$ cat config.mk
export PLATFORM = sky130hd
export DESIGN_NAME = pci_cfg_status_reg
export DESIGN_NICKNAME = d
export VERILOG_FILES = /design/src/rtl/pcs_pkg.sv /design/src/rtl/pcs_event_qual.sv /design/src/rtl/pcs_clear_decode.sv /design/src/rtl/pcs_sticky_bit.sv /design/src/rtl/pcs_readback.sv /design/src/rtl/pci_cfg_status_reg.sv
export SDC_FILE = /design/constraint.sdc
export NUM_CORES = 1
export LEC_CHECK = 0
export ABC_AREA = 1
export BUFFER_PORTS_ARGS = -buffer_cell sky130_fd_sc_hd__buf_2
export CORE_AREA = 2 2 39 41
export CTS_BUF_LIST = sky130_fd_sc_hd__clkbuf_4 sky130_fd_sc_hd__clkbuf_8
export DETAILED_ROUTE_END_ITERATION = 10
export DIE_AREA = 0 0 41 43
export GPL_TIMING_DRIVEN = 0
export HOLD_SLACK_MARGIN = 0.15
export PLACE_DENSITY = 0.67
export SLEW_MARGIN = 15
export SYNTH_ARGS = -nofsm -noshare
export SYNTH_HDL_FRONTEND = slang
export SYNTH_SLANG_ARGS = --single-unit
$ cat constraint.sdc
create_clock -name clk -period 1.7 [get_ports clk]
set_clock_uncertainty 0.1 [all_clocks]
set_input_delay 0.425 -clock clk [delete_from_list [all_inputs] [get_ports clk]]
set_output_delay 0.425 -clock clk [all_outputs]
set_load 0.005 [all_outputs]
$ cat src/rtl/pcs_pkg.sv
package pcs_pkg;
  localparam int REG_W      = 16;
  localparam int LANE_W     = 8;
  localparam int NUM_LANES  = REG_W / LANE_W;
  localparam int NUM_STICKY = 6;

  // Fixed capability and timing fields: DEVSEL medium (bits 10:9 = 01), capability list (bit 4)
  localparam logic [REG_W-1:0] FIXED_VAL = 16'h0210;

  // Sticky flag order: 0 parity, 1 serr, 2 master abort, 3 target abort received,
  // 4 target abort signalled, 5 data parity
  function automatic int sticky_pos(input int idx);
    case (idx)
      0:       return 15;
      1:       return 14;
      2:       return 13;
      3:       return 12;
      4:       return 11;
      default: return 8;
    endcase
  endfunction

  typedef struct packed {
    logic parity_det;
    logic serr_sig;
    logic mabort_rcv;
    logic tabort_rcv;
    logic tabort_sig;
    logic perr_seen;
  } pcs_events_t;
endpackage

$ cat src/rtl/pcs_event_qual.sv
module pcs_event_qual
  import pcs_pkg::*;
#(
  parameter int N = NUM_STICKY
) (
  input  pcs_events_t   ev,
  input  logic          serr_en,
  input  logic          perr_resp,
  input  logic          master,
  output logic [N-1:0]  set_vec
);
  always_comb begin
    set_vec    = '0;
    set_vec[0] = ev.parity_det;
    set_vec[1] = ev.serr_sig & serr_en;
    set_vec[2] = ev.mabort_rcv;
    set_vec[3] = ev.tabort_rcv;
    set_vec[4] = ev.tabort_sig;
    set_vec[5] = ev.perr_seen & master & perr_resp;
  end
endmodule

$ cat src/rtl/pcs_clear_decode.sv
module pcs_clear_decode
  import pcs_pkg::*;
#(
  parameter int N = NUM_STICKY
) (
  input  logic                 wr_en,
  input  logic [NUM_LANES-1:0] be,
  input  logic [REG_W-1:0]     wdata,
  output logic [N-1:0]         clr_vec
);
  for (genvar i = 0; i < N; i++) begin : g_clr
    localparam int POS  = sticky_pos(i);
    localparam int LANE = POS / LANE_W;
    assign clr_vec[i] = wr_en & be[LANE] & wdata[POS];
  end
endmodule

$ cat src/rtl/pcs_sticky_bit.sv
module pcs_sticky_bit (
  input  logic clk,
  input  logic rst_n,
  input  logic set,
  input  logic clr,
  output logic q
);
  always_ff @(posedge clk) begin
    if (!rst_n)   q <= 1'b0;
    else if (set) q <= 1'b1;
    else if (clr) q <= 1'b0;
  end
endmodule

$ cat src/rtl/pcs_readback.sv
module pcs_readback
  import pcs_pkg::*;
#(
  parameter int N = NUM_STICKY
) (
  input  logic [N-1:0]     sticky,
  output logic [REG_W-1:0] value
);
  always_comb begin
    value = FIXED_VAL;
    for (int i = 0; i < N; i++) value[sticky_pos(i)] = sticky[i];
  end
endmodule

$ cat src/rtl/pci_cfg_status_reg.sv
module pci_cfg_status_reg
  import pcs_pkg::*;
(
  input  logic                 clk,
  input  logic                 rst_n,
  input  logic                 cfg_rd_en,
  input  logic                 cfg_wr_en,
  input  logic [NUM_LANES-1:0] cfg_be,
  input  logic [REG_W-1:0]     cfg_wdata,
  output logic [REG_W-1:0]     cfg_rdata,
  input  logic                 ev_parity_det,
  input  logic                 ev_serr_sig,
  input  logic                 ev_mabort_rcv,
  input  logic                 ev_tabort_rcv,
  input  logic                 ev_tabort_sig,
  input  logic                 ev_perr_seen,
  input  logic                 cmd_serr_en,
  input  logic                 cmd_perr_resp,
  input  logic                 is_master
);
  pcs_events_t            ev;
  logic [NUM_STICKY-1:0]  set_vec;
  logic [NUM_STICKY-1:0]  clr_vec;
  logic [NUM_STICKY-1:0]  sticky_q;
  logic [REG_W-1:0]       stat_q;

  assign ev = '{parity_det: ev_parity_det, serr_sig: ev_serr_sig,
                mabort_rcv: ev_mabort_rcv, tabort_rcv: ev_tabort_rcv,
                tabort_sig: ev_tabort_sig, perr_seen: ev_perr_seen};

  pcs_event_qual #(.N(NUM_STICKY)) i_qual (
    .ev(ev), .serr_en(cmd_serr_en), .perr_resp(cmd_perr_resp),
    .master(is_master), .set_vec(set_vec)
  );

  pcs_clear_decode #(.N(NUM_STICKY)) i_clr (
    .wr_en(cfg_wr_en), .be(cfg_be), .wdata(cfg_wdata), .clr_vec(clr_vec)
  );

  for (genvar i = 0; i < NUM_STICKY; i++) begin : g_bit
    pcs_sticky_bit i_bit (
      .clk(clk), .rst_n(rst_n), .set(set_vec[i]), .clr(clr_vec[i]), .q(sticky_q[i])
    );
  end

  pcs_readback #(.N(NUM_STICKY)) i_rb (.sticky(sticky_q), .value(stat_q));

  assign cfg_rdata = cfg_rd_en ? stat_q : '0;
endmodule

==> results.sh <==
export IMPL_avgSynthCellArea_um2=6.557
export IMPL_power_leakage_nw=0.3758
export IMPL_synthTopCellsByArea="dfxtp_1 (34%), buf_4 (21%), nand2_1 (14%)"
export IMPL_wl_per_cell_um=7.991
export IMPL_dp_cells=104
export IMPL_design_die_area_um2=1763
export IMPL_antenna_left=0
export IMPL_synth_edf_count=0
export IMPL_drc_errors=0
export IMPL_reg2reg_from="g_bit[2].i_bit.q$_SDFFE_PN0P_"
export IMPL_grt_max_degree=9
export IMPL_fin_util_pct=40.33
export IMPL_final_cells=107
export IMPL_grt_pass1_wl_um=1159
export IMPL_final_area_um2=558.0
export IMPL_post_cts_buffers=0
export IMPL_grt_pass1_vias=309
export IMPL_core_um2=1384
export IMPL_fp_dieH_um=43
export IMPL_cts_buffers_inserted=3
export IMPL_clockRootBuffer="clkbuf_4"
export IMPL_via_count=418
export IMPL_clk_pin_slew_ns=0.05
export IMPL_dieWidth_um=41
export IMPL_crit_type="primary input to output pin"
export IMPL_grt_use_total_pct=10.43
export IMPL_cts_buffer_depth=2
export IMPL_max_flop_register="g_bit.i_bit.q"
export IMPL_ys_seq_elements=6
export IMPL_min_from="ev_tabort_sig"
export IMPL_fin_nets=124
export IMPL_crit_arrival_ns=0.83
export IMPL_slew_viol_final=0
export IMPL_hp_class="primary input to register"
export IMPL_synth_cell_types=7
export IMPL_fin_tns_setup_ns=0
export IMPL_antenna_found_initial=0
export IMPL_drt_iter0_drc=3
export IMPL_cts_hold_fix_buffers=0
export IMPL_status="complete, no violations"
export IMPL_drive_above_1_share_pct=43.96
export IMPL_dp_hpwl_um=677.8
export IMPL_finalWorstSetupSlack_ns=0.3453
export IMPL_timing_rr_end="g_bit[2].i_bit.q$_SDFFE_PN0P_"
export IMPL_async_flop_share_pct=0
export IMPL_synth_common_cells="nand2_1 (13), inv_1 (11), buf_4 (10)"
export IMPL_r2r_slack_ns=1.04
export IMPL_io_buffers=27
export IMPL_insertion_delay_ns=0.24
export IMPL_gp_congestion=0.7174
export IMPL_avgViaCountPerCell=3.907
export IMPL_overflow=0
export IMPL_h_tree_depth=1
export IMPL_syn_cell_area_um2=354.1
export IMPL_timing_final_crit_share_pct=79.69
export IMPL_post_place_ws_ns=0.3400
export IMPL_rsz0062_at_grt="false"
export IMPL_seq_area_frac_synth_pct=33.92
export IMPL_startpoint_type="primary input"
export IMPL_hold_path_endpoint="g_bit[4].i_bit.q$_SDFFE_PN0P_"
export IMPL_ios=47
export IMPL_synth_most_common_cell="nand2_1"
export IMPL_synth_flop_cell="dfxtp_1"
export IMPL_crit_required_ns=1.17
export IMPL_cts_resized=0
export IMPL_final_min_clock_period_ns=1.355
export IMPL_vdd_drop_max_mv=0.3781
export IMPL_endpoint_kind="output pin"
export IMPL_finalSetupViolCount=0
export IMPL_fin_hold_ws_ns=0.3124
export IMPL_rr_worst_depth=2
export IMPL_fp_row_count=14
export IMPL_yosys_area_top_type="dfxtp_1"
export IMPL_netlist_instances=54
export IMPL_drtPass1Iterations=3
export IMPL_largest_register_ffs=6
export IMPL_hold_depth=3
export IMPL_synth_top_cell_area_share_pct=33.92
export IMPL_dpl_cell_area_um2=535.5
export IMPL_worstPathMaxFanout=8
export IMPL_antenna_cells=0
export IMPL_area_growth_syn_to_layout_pct=57.60
export IMPL_hold_violations=0
export IMPL_drt_total_wl_um=855
export IMPL_fmax_mhz=738.2
export IMPL_cap_violations=0
export IMPL_power_density_nw_per_um2=660.7
export IMPL_reg_top3="g_bit.i_bit.q x6"
export IMPL_initial_core_util_pct=25.59
export IMPL_total_power_uw=368.7
export IMPL_numClockSinks=6
export IMPL_synth_warnings=0
export IMPL_cts_tree="yes"
worst max-delay path: stages:
cell	delay, ns
buf_2	0.15
buf_4	0.14
buf_2	0.11
where the power goes:
| group | switching [mW] | internal [mW] |
|---|---|---|
| logic | 0.0350 | 0.0453 |
| clock network | 0.0531 | 0.0800 |
| registers | 0.00451 | 0.151 |
| total | 0.0926 | 0.276 |
cells by family after synthesis:
family                 after synthesis  synth area share (%)
flip-flops                           6                 33.92
other                                1                 1.059
AND/OR/NAND/NOR                     20                 23.67
AO/OA/AOI/OAI                        6                 8.481
buffers and inverters               21                 32.86
area by class of cell:
type                            instances  area [um2]
Buffer                                 10       75.07
Clock buffer                            3       22.52
Fill cell                             166       825.8
Inverter                               11       41.29
Multi-Input combinational cell         34       143.9
Sequential cell                         6       120.1
Tap cell                               16       20.02
Timing Repair Buffer                   27       135.1
per-layer routing:
metal | vias to the layer above | wire length [um] | GRT usage, %
met2 | 26 | 359 | 14.37
li1 | 220 | - | -
met5 | - | 0 | 0
met3 | 0 | 126 | 4.712
met4 | 0 | 0 | 8.000
met1 | 172 | 369 | 11.86
placed cells by master (no fill, tap or decap):
master / instances
inv_1: 11
clkbuf_4: 3
nand3_1: 7
a21oi_1: 6
conb_1: 8
buf_4: 10
dfxtp_1: 6
nand2_1: 13
buf_2: 27
how the worst max path moves through the flow:
stage	endpoint	startpoint	cells after the start
2_1_floorplan	cfg_rdata[4]	cfg_rd_en	1
3_3_place_gp	cfg_rdata[9]	cfg_rd_en	3
3_5_place_dp	cfg_rdata[9]	cfg_rd_en	3
4_1_cts	cfg_rdata[9]	cfg_rd_en	3
5_1_grt	cfg_rdata[13]	cfg_rd_en	4
6_report	cfg_rdata[9]	cfg_rd_en	3
Note: power is estimated with default switching activity, not from simulation.
